--- src/rtl/ctb_pkg.sv ---
package ctb_pkg;
   typedef enum logic {
      OP_READ  = 1'b0,
      OP_WRITE = 1'b1
   } ext_op_e;
endpackage

--- src/rtl/ctb_slot.sv ---
module ctb_slot #(
   parameter int WORD_W = 32,
   localparam int BIT_AW = $clog2(WORD_W)
) (
   input  logic              clk,
   input  logic              rst_n,
   input  logic              we,
   input  logic [WORD_W-1:0] wdata,
   input  logic              swap_en,
   input  logic [BIT_AW-1:0] bit_sel,
   input  logic              swap_in,
   output logic [WORD_W-1:0] word,
   output logic              swap_out
);
   logic [WORD_W-1:0] store_q;

   always_ff @(posedge clk) begin
      if (!rst_n) begin
         store_q <= '0;
      end else if (we) begin
         store_q <= wdata;
      end else if (swap_en) begin
         store_q[bit_sel] <= swap_in;
      end
   end

   assign word     = store_q;
   assign swap_out = store_q[bit_sel];
endmodule

--- src/rtl/ctb_host_port.sv ---
module ctb_host_port
   import ctb_pkg::*;
#(
   parameter int NUM_SLOTS = 16,
   parameter int WORD_W    = 32,
   parameter bit READ_REG  = 1'b1,
   localparam int SLOT_AW  = $clog2(NUM_SLOTS)
) (
   input  logic                              clk,
   input  logic                              rst_n,
   input  logic                              ext_valid,
   input  logic                              ext_write,
   input  logic [WORD_W-1:0]                 ext_wdata,
   input  logic                              blocked,
   input  logic [NUM_SLOTS-1:0][WORD_W-1:0]  slot_words,
   output logic                              ext_ready,
   output logic                              ext_rvalid,
   output logic [WORD_W-1:0]                 ext_rdata,
   output logic [SLOT_AW-1:0]                ext_slot,
   output logic [NUM_SLOTS-1:0]              slot_we,
   output logic [WORD_W-1:0]                 slot_wdata,
   output logic                              burst_open
);
   localparam logic [SLOT_AW-1:0] LAST_SLOT = SLOT_AW'(NUM_SLOTS - 1);

   logic [SLOT_AW-1:0] ptr_q;
   logic               take;
   logic               take_rd;
   ext_op_e            op;

   assign op        = ext_op_e'(ext_write);
   assign ext_ready = !blocked;
   assign take      = ext_valid && ext_ready;
   assign take_rd   = take && (op == OP_READ);

   always_ff @(posedge clk) begin
      if (!rst_n) begin
         ptr_q <= '0;
      end else if (take) begin
         ptr_q <= (ptr_q == LAST_SLOT) ? '0 : ptr_q + 1'b1;
      end
   end

   always_comb begin
      slot_we = '0;
      if (take && (op == OP_WRITE)) begin
         slot_we[ptr_q] = 1'b1;
      end
   end

   assign slot_wdata = ext_wdata;
   assign ext_slot   = ptr_q;
   assign burst_open = (ptr_q != '0);

   generate
      if (READ_REG) begin : g_rd_reg
         logic              rvalid_q;
         logic [WORD_W-1:0] rdata_q;
         always_ff @(posedge clk) begin
            if (!rst_n) begin
               rvalid_q <= 1'b0;
               rdata_q  <= '0;
            end else begin
               rvalid_q <= take_rd;
               if (take_rd) begin
                  rdata_q <= slot_words[ptr_q];
               end
            end
         end
         assign ext_rvalid = rvalid_q;
         assign ext_rdata  = rdata_q;
      end else begin : g_rd_comb
         assign ext_rvalid = take_rd;
         assign ext_rdata  = slot_words[ptr_q];
      end
   endgenerate
endmodule

--- src/rtl/ctb_xchg_seq.sv ---
module ctb_xchg_seq #(
   parameter int WORD_W = 32,
   parameter int REG_W  = 64,
   localparam int BIT_AW = $clog2(WORD_W),
   localparam int IDX_AW = $clog2(REG_W)
) (
   input  logic              clk,
   input  logic              rst_n,
   input  logic              start_req,
   input  logic              start_ok,
   input  logic [IDX_AW-1:0] base,
   output logic              busy,
   output logic              done,
   output logic [BIT_AW-1:0] bit_sel,
   output logic [IDX_AW-1:0] plane_idx
);
   localparam logic [BIT_AW-1:0] LAST_BIT = BIT_AW'(WORD_W - 1);

   logic              busy_q;
   logic              done_q;
   logic [BIT_AW-1:0] k_q;
   logic [IDX_AW-1:0] base_q;

   always_ff @(posedge clk) begin
      if (!rst_n) begin
         busy_q <= 1'b0;
         done_q <= 1'b0;
         k_q    <= '0;
         base_q <= '0;
      end else begin
         done_q <= 1'b0;
         if (busy_q) begin
            if (k_q == LAST_BIT) begin
               busy_q <= 1'b0;
               done_q <= 1'b1;
               k_q    <= '0;
            end else begin
               k_q <= k_q + 1'b1;
            end
         end else if (start_req && start_ok) begin
            busy_q <= 1'b1;
            k_q    <= '0;
            base_q <= base;
         end
      end
   end

   assign busy      = busy_q;
   assign done      = done_q;
   assign bit_sel   = k_q;
   assign plane_idx = base_q + IDX_AW'(k_q);
endmodule

--- src/rtl/ctb_top.sv ---
module ctb_top #(
   parameter int NUM_SLOTS = 16,
   parameter int WORD_W    = 32,
   parameter int REG_W     = 64,
   parameter bit READ_REG  = 1'b1,
   localparam int SLOT_AW  = $clog2(NUM_SLOTS),
   localparam int IDX_AW   = $clog2(REG_W),
   localparam int BIT_AW   = $clog2(WORD_W)
) (
   input  logic                 clk,
   input  logic                 rst_n,
   input  logic                 ext_valid,
   input  logic                 ext_write,
   input  logic [WORD_W-1:0]    ext_wdata,
   output logic                 ext_ready,
   output logic                 ext_rvalid,
   output logic [WORD_W-1:0]    ext_rdata,
   output logic [SLOT_AW-1:0]   ext_slot,
   input  logic                 xchg_start,
   input  logic [IDX_AW-1:0]    xchg_base,
   output logic                 xchg_busy,
   output logic                 xchg_done,
   output logic [IDX_AW-1:0]    plane_idx,
   output logic [NUM_SLOTS-1:0] plane_out,
   input  logic [NUM_SLOTS-1:0] plane_in
);
   if (NUM_SLOTS < 2) begin : g_bad_slots
      $error("ctb_top: NUM_SLOTS must be at least 2");
   end
   if (WORD_W < 2 || (1 << BIT_AW) != WORD_W) begin : g_bad_word
      $error("ctb_top: WORD_W must be a power of two, at least 2");
   end
   if ((1 << IDX_AW) != REG_W || REG_W < WORD_W) begin : g_bad_reg
      $error("ctb_top: REG_W must be a power of two not below WORD_W");
   end

   logic [NUM_SLOTS-1:0][WORD_W-1:0] slot_words;
   logic [NUM_SLOTS-1:0]             slot_we;
   logic [WORD_W-1:0]                slot_wdata;
   logic                             burst_open;
   logic [BIT_AW-1:0]                bit_sel;
   logic                             start_ok;

   ctb_host_port #(
      .NUM_SLOTS (NUM_SLOTS),
      .WORD_W    (WORD_W),
      .READ_REG  (READ_REG)
   ) u_host (
      .clk        (clk),
      .rst_n      (rst_n),
      .ext_valid  (ext_valid),
      .ext_write  (ext_write),
      .ext_wdata  (ext_wdata),
      .blocked    (xchg_busy),
      .slot_words (slot_words),
      .ext_ready  (ext_ready),
      .ext_rvalid (ext_rvalid),
      .ext_rdata  (ext_rdata),
      .ext_slot   (ext_slot),
      .slot_we    (slot_we),
      .slot_wdata (slot_wdata),
      .burst_open (burst_open)
   );

   assign start_ok = !burst_open && !ext_valid;

   ctb_xchg_seq #(
      .WORD_W (WORD_W),
      .REG_W  (REG_W)
   ) u_seq (
      .clk       (clk),
      .rst_n     (rst_n),
      .start_req (xchg_start),
      .start_ok  (start_ok),
      .base      (xchg_base),
      .busy      (xchg_busy),
      .done      (xchg_done),
      .bit_sel   (bit_sel),
      .plane_idx (plane_idx)
   );

   for (genvar s = 0; s < NUM_SLOTS; s++) begin : g_slot
      ctb_slot #(
         .WORD_W (WORD_W)
      ) u_slot (
         .clk      (clk),
         .rst_n    (rst_n),
         .we       (slot_we[s]),
         .wdata    (slot_wdata),
         .swap_en  (xchg_busy),
         .bit_sel  (bit_sel),
         .swap_in  (plane_in[s]),
         .word     (slot_words[s]),
         .swap_out (plane_out[s])
      );
   end
endmodule

--- config.mk ---
export PLATFORM = sky130hd
export DESIGN_NAME = ctb_top
export DESIGN_NICKNAME = d
export VERILOG_FILES = /design/src/rtl/ctb_pkg.sv /design/src/rtl/ctb_slot.sv /design/src/rtl/ctb_host_port.sv /design/src/rtl/ctb_xchg_seq.sv /design/src/rtl/ctb_top.sv
export SDC_FILE = /design/constraint.sdc
export NUM_CORES = 2
export LEC_CHECK = 0
export ABC_AREA = 1
export CAP_MARGIN = 20
export CELL_PAD_IN_SITES_DETAIL_PLACEMENT = 1
export CELL_PAD_IN_SITES_GLOBAL_PLACEMENT = 1
export CORE_MARGIN = 3
export CORE_UTILIZATION = 32
export DETAILED_ROUTE_END_ITERATION = 8
export GPL_ROUTABILITY_DRIVEN = 0
export GPL_TIMING_DRIVEN = 0
export PLACE_DENSITY = 0.76
export SETUP_SLACK_MARGIN = 0.5
export SYNTH_ARGS = -nofsm -noshare
export SYNTH_HDL_FRONTEND = slang
export SYNTH_HIERARCHICAL = 1
export SYNTH_SLANG_ARGS = --single-unit
--- constraint.sdc ---
create_clock -name clk -period 5.6 [get_ports clk]
set_input_delay 1.12 -clock clk [delete_from_list [all_inputs] [get_ports clk]]
set_output_delay 1.12 -clock clk [all_outputs]
set_load 0.01 [all_outputs]
==> Yosys cells after proc, flatten, opt, wreduce, memory -nomap -nowiden <==
Cells that the tools add are included.
{ "word_totals": {"word_cells": 159, "register_bits": 562, "output_inout_bits": 62} }
{ "classes": {"eq_ne": 2, "addsub": 3, "magnitude_cmp": 4, "mux": 95, "bitwise_logic": 2, "n_reduce_logical": 30} }
{ "op_table": {"columns": ["cell", "count"], "rows": [
  ["32-bit two-way mux", 33],
  ["32-bit bitwise mux", 16],
  ["32-bit binary-select mux with 4-bit select", 1],
  ["1-bit binary-select mux with 5-bit select", 16],
  ["2-bit nonzero test", 17],
  ["1-bit two-way mux", 22],
  ["16-bit two-way mux", 1],
  ["5-bit two-way mux", 3],
  ["1-bit logical AND", 7],
  ["6-bit by 5-bit adder with 6-bit output", 1],
  ["5-bit by 6-bit less-than comparator with 1-bit output, second input constant", 1],
  ["5-bit by 1-bit adder with 5-bit output, second input constant", 1],
  ["1-bit demux with 5-bit select", 1],
  ["5-bit equality test, second input constant", 1],
  ["5-bit by 1-bit greater-or-equal comparator with 1-bit output, second input constant", 1],
  ["4-bit by 5-bit less-than comparator with 1-bit output, second input constant", 1],
  ["4-bit by 1-bit adder with 4-bit output, second input constant", 1],
  ["1-bit demux with 4-bit select", 1],
  ["4-bit equality test, second input constant", 1],
  ["4-bit by 1-bit greater-or-equal comparator with 1-bit output, second input constant", 1],
  ["4-bit two-way mux", 1],
  ["2-bit AND reduction", 2],
  ["4-bit nonzero test", 1],
  ["1-bit zero test", 3],
  ["1-bit inverter", 2]
]} }

==> Depth between registers and ports, before layout <==
{ "logic_depth": {"word_depth": 7, "depth_mapped": 16, "ltp_nobuf": 12} }

==> Modules after synthesis <==
Netlist, hierarchy kept.
{ "by_module_without_submodules": {"columns": ["module", "n_inst", "cells_per_inst", "seq_area_each_um2", "area_each_um2"], "rows": [
  ["ctb_slot (g_slot[0].u_slot ...)", 15, 392, 640.6, 2184.6],
  ["ctb_host_port", 1, 1671, 740.7, 7648.6],
  ["ctb_slot (g_slot[9].u_slot)", 1, 389, 640.6, 2152.1],
  ["ctb_xchg_seq", 1, 96, 260.2, 732.0],
  ["ctb_top", 1, 1, 0.0, 3.8]
]} }

==> Worst setup path after synthesis <==
OpenSTA, ideal clock, no wires.
{ "synth_timing": {"kind": "register to output", "start": "reg u_seq.k_q[2] (netlist: u_seq/bit_sel[2])", "end": "out plane_idx[5]", "stages_incl_launch_ff": 7, "slack_ns": 1.331, "arrival_ns": 3.149, "t_required_ns": 4.480, "path_buffers": 0, "cell_sequence": "dfxtp_1 ha_1 or2_1 nand3_1 nand2_1 nand2_1 nand2_1"} }
{ "synth_between": {"elab_chain_len": 1} }
{ "synth_lines": {"columns": ["element", "line", "text"], "rows": [
  ["start: declaration", "ctb_xchg_seq.sv:21", "logic [BIT_AW-1:0] k_q;"],
  ["start signal: assignment", "ctb_xchg_seq.sv:38", "k_q <= k_q + 1'b1;"],
  ["6-bit by 5-bit adder with 6-bit output", "ctb_xchg_seq.sv:51", "assign plane_idx = base_q + IDX_AW'(k_q);"],
  ["end: declaration", "ctb_top.sv:23", "output logic [IDX_AW-1:0] plane_idx,"]
]} }
No other way between the ends.

==> Final worst setup path <==
{ "layout_timing": {"start": "reg u_seq.k_q[2] (netlist: u_seq/bit_sel[2])", "end": "out plane_out[1]"} }
{ "layout_between": {"elab_chain_len": 2} }
{ "layout_lines": {"columns": ["element", "line", "text"], "rows": [
  ["1-bit binary-select mux with 5-bit select", "ctb_slot.sv:28", "assign swap_out = store_q[bit_sel];"],
  ["1-bit two-way mux (not written as such)", "ctb_slot.sv:28", null],
  ["end: declaration", "ctb_top.sv:24", "output logic [NUM_SLOTS-1:0] plane_out,"]
]} }
No other way between the ends. The select of a mux whose other input is x is not followed.

==> reports/summary.md <==
## Floorplanning
* 374 µm — die height
* 134,000 µm² — area of the core region
* 134 — standard-cell rows
* 32.3% — effective utilization at floorplan
* 374 µm — die extent in x
* 140,000 µm² — area of the die
* 121 — number of top-level design ports

## Worst setup path
* 5 — worst path bufs/invs
* buf_16, buf_12, inv_1, nand3_1, inv_1, nand2_1, nand2_1, nor2_1, nand2_1, clkdlybuf4s50_1 — Critical Path, Cell by Cell
* 10 — critical path depth
* 38 — Crit Path Max Fanout
* flop — startpoint class of the critical path
* g_slot[7].u_slot/word[30] — destination of the worst register-to-register timing path
* sky130_fd_sc_hd__dfxtp_4 — slowest cell on the critical path
* 4.48 ns — WP data required
* 0.79 ns — Slowest Stage Delay on Critical Path
* buffers and inverters — crit-path leading delay family
* 3.65 ns — data arrival time of the critical path
* plane_out[1] — destination of the critical timing path
* sky130_fd_sc_hd__nand2_1 — cell type with the highest occurrence count on the critical path
* primary output — kind of end point of the critical path
* 2.10 ns — slack of the worst reg-to-reg path
* u_host/ext_slot[2] — startpoint of the worst-slack reg-to-reg timing path
* u_seq/bit_sel[2] — critical path launch point
* reg -> out — type of the setup path with the least slack
* 11 — r2r worst-path depth

## Status
* finished clean — outcome

## Synthesis
* 562 — synthesis-stage register bit count
* 30.6% — area fraction of the dominant cell type after synthesis
* 0.0809% — fraction of synthesized cell area in xor and xnor cells
* 3,529 x sky130_fd_sc_hd__nand2_1, 1,025 x sky130_fd_sc_hd__inv_1, 776 x sky130_fd_sc_hd__nand3_1, 654 x sky130_fd_sc_hd__nor2_1, 562 x sky130_fd_sc_hd__dfxtp_1 — Synth top cells by count
* 43,300 µm² — synthesized area
* sky130_fd_sc_hd__nand2_1 — most numerous cell in the Yosys netlist
* 0% — fraction of synthesized area in multiplexers
* 0 — number of enable-type register cells in the synthesized netlist
* 6 — count of warnings emitted by yosys
* 32 — synth unique cells
* sky130_fd_sc_hd__dfxtp_1 — dominant register cell in the synthesized netlist
* 5.39 µm² — post-synthesis average cell area
* 8,037 — cells after synthesis
* 8,109 — total nets after synthesis
* 0.393% — post-synthesis share of cell area spent on full adders, half adders and majority gates
* simple AND/OR/NAND/NOR gates — main combinational cell family by area after synthesis
* 0% — post-synthesis async set-or-reset flop share
* 49.6% — basic-gate share of the synthesized area counting and, or, nand and nor cells
* 8.94% — compound-gate portion of the synthesized area
* sky130_fd_sc_hd__nand2_1 — top cell type by total area after synthesis
* 26.0% — sequential fraction of the synthesis area
* sky130_fd_sc_hd__nand2_1 31%, sky130_fd_sc_hd__dfxtp_1 26%, sky130_fd_sc_hd__nand3_1 9.0%, sky130_fd_sc_hd__inv_1 8.9%, sky130_fd_sc_hd__nor2_1 5.7% — main area contributors after synthesis

## Timing
* 0 — number of pins with negative max-slew slack in the final report
* 1.01 ns — worst-margin pin slew
* 4.77 ns — crit path time final
* 32.6% — slew margin rel.
* 85.2% — Period Utilization, post-route
* 0.831 ns — final worst-path setup slack
* 0.0467 ns — maximum clock skew at final layout
* 210 MHz — f_max
* no — setup repair after global routing missed its margin
* 0 — number of setup violations in the final report
* 0 ns — accumulated negative setup slack
* 0 — final hold violation count

## GRT
* 353,000 µm — global-route wire length before repair
* 50 — pin count of the biggest net entering global routing
* 33.5% — global-route usage over all layers
* 53,936 — via count of the first global-routing pass
* 0 — Remaining Overflow, GRT
* 17 — antenna violations before repair

## Clock tree
* sky130_fd_sc_hd__clkbuf_16 — root buf cell
* 562 — clock sink count
* 0 — number of hold-repair buffers added at the cts stage
* 3 — number of H-tree levels
* 0 — post-CTS setup buffer count
* 3 — CTS Buffer Depth
* 0 — post-cts repair resize count
* 0.72 ns — clock latency on the worst-skew pair
* 0.06 ns — Clock transition at path regs
* built — TritonCTS clock tree
* 77 — number of buffers created by CTS

## Detailed routing
* 5 — Pre-Repair DR Iteration Count
* 0 — drt drc
* 55,867 — total via count in the routed design
* 6,210 — 1st-iter DRT viols
* 244,000 µm — overall routed net length
* 24.3 µm — routed wirelength normalized by instance count
* 0 — Detail Route Antenna Nets
* 5.56 — number of vias per cell

## Layout
* 13.9% — synthesis-to-finish area growth
* 7.46% — ratio of cells with drive above 1 in the final layout
* 49,300 µm² — design area
* 18,633 — fill cell total of the finished layout
* 36.8% — final core utilization
* 8,284 — Final Net Count
* 25,600 µm² — total area of multi-input combinational cells
* 11,300 µm² — area of all sequential standard cells

## Hold path
* reg -> reg — worst hold path type

## Power and ir drop
* 0.214 mV — peak ir drop on the vdd network
* 24.7 nW — Leakage
* 11.4 mW — total design power
* 230 nW/µm² — pwr dens

## Placed design
* 88 — PortBufs
* 46,600 µm² — area of placed instances
* 1.47 ns — pre-CTS setup slack
* 172,000 µm — post-detailed-placement half-perimeter wirelength

## Flow run
* 0 — number of max-cap violations

-- registers in the layout, indices dropped and copies added (netlist names) --
register and cells:
g_slot.u_slot/word 512, u_host/ext_rdata 32, u_seq/base_q 6, u_seq/bit_sel 5
u_host/ext_slot 4, u_host/ext_rvalid 1, u_seq/busy 1, u_seq/done 1
-- layout make-up --
type | instances | share of cell area [%]
flip-flops and latches | 562 | 22.9
clock buffers | 107 | 4.53
well taps | 1768 | 4.49
diodes | 10 | 0.0507
plain buffers | 422 | 4.83
inverters | 1097 | 8.35
clock inverters | 35 | 0.896
repair buffers | 96 | 2.18
multi-input cells | 5956 | 51.8
-- layout by cell type (no fill, tap or decap), types with 12 or more instances in the layout --
cell                              count
sky130_fd_sc_hd__a21oi_1             76
sky130_fd_sc_hd__buf_1               36
sky130_fd_sc_hd__buf_2              135
sky130_fd_sc_hd__buf_4              161
sky130_fd_sc_hd__clkbuf_1           101
sky130_fd_sc_hd__clkbuf_16           80
sky130_fd_sc_hd__clkbuf_8            13
sky130_fd_sc_hd__clkdlybuf4s50_1     87
sky130_fd_sc_hd__clkinv_2            15
sky130_fd_sc_hd__dfxtp_1            556
sky130_fd_sc_hd__ha_1                12
sky130_fd_sc_hd__inv_1             1025
sky130_fd_sc_hd__inv_2               71
sky130_fd_sc_hd__nand2_1           3529
sky130_fd_sc_hd__nand3_1            776
sky130_fd_sc_hd__nand3_2             64
sky130_fd_sc_hd__nor2_1             654
sky130_fd_sc_hd__nor2_2              19
sky130_fd_sc_hd__nor3_1             179
sky130_fd_sc_hd__nor3_2              16
sky130_fd_sc_hd__o211ai_1           160
sky130_fd_sc_hd__o21ai_0            427
sky130_fd_sc_hd__o21ai_1             29
-- metal layers --
layer / GRT usage [%] / wire [µm] / vias up / share of wire (%)
met5: 0 / 127 / - / 0.052
met3: 8.47 / 26900 / 825 / 11
met1: 42.3 / 95700 / 26893 / 39
li1: - / - / 25079 / -
met4: 23.8 / 19700 / 12 / 8.1
met2: 49.6 / 101000 / 3058 / 42
-- tightest hold or removal path, cell delays in order, from the launching register on --
cell	delay, ns
sky130_fd_sc_hd__dfxtp_1	0.31
sky130_fd_sc_hd__inv_1	0.07
sky130_fd_sc_hd__a21oi_1	0.06
-- how the worst min path moves through the flow --
stage | from | to | slack, ns | cells past startpoint
finish | u_seq/base_q[5] | u_seq/base_q[5] | 0.48 | 2
floorplan | u_seq/base_q[5] | u_seq/base_q[5] | 0.44 | 2
global route | u_seq/base_q[5] | u_seq/base_q[5] | 0.52 | 2
CTS | u_seq/base_q[5] | u_seq/base_q[5] | 0.48 | 2
detailed placement | u_seq/base_q[5] | u_seq/base_q[5] | 0.48 | 2
global placement | u_seq/base_q[5] | u_seq/base_q[5] | 0.46 | 2
-- where the power goes --
group	total, mW	leakage (nW)	internal (mW)	switching, mW
Clock	5.39	1.32	3.21	2.18
Sequential	4.17	4.54	4.05	0.118
Combinational	1.80	18.8	0.434	1.37
Total	11.4	24.7	7.69	3.67
-- logic make-up after synthesis --
kind of cell | after synthesis
xor gates and xnor gates | 4
buffers and inverters | 1519
AOI/OAI and AO/OA | 693
and+or+nand+nor | 5246
adders and majority gates | 13
DFF | 562
-- metrics by stage --
stage | instances | hold WS (ns)
finish | 10053 | 0.483
detailed placement | 9901 | 0.478
global placement | 9893 | 0.460
CTS | 10043 | 0.482
global route | 10043 | 0.517
floorplan | 8037 | 0.445
No activity file was read; power rests on OpenSTA's default activity.
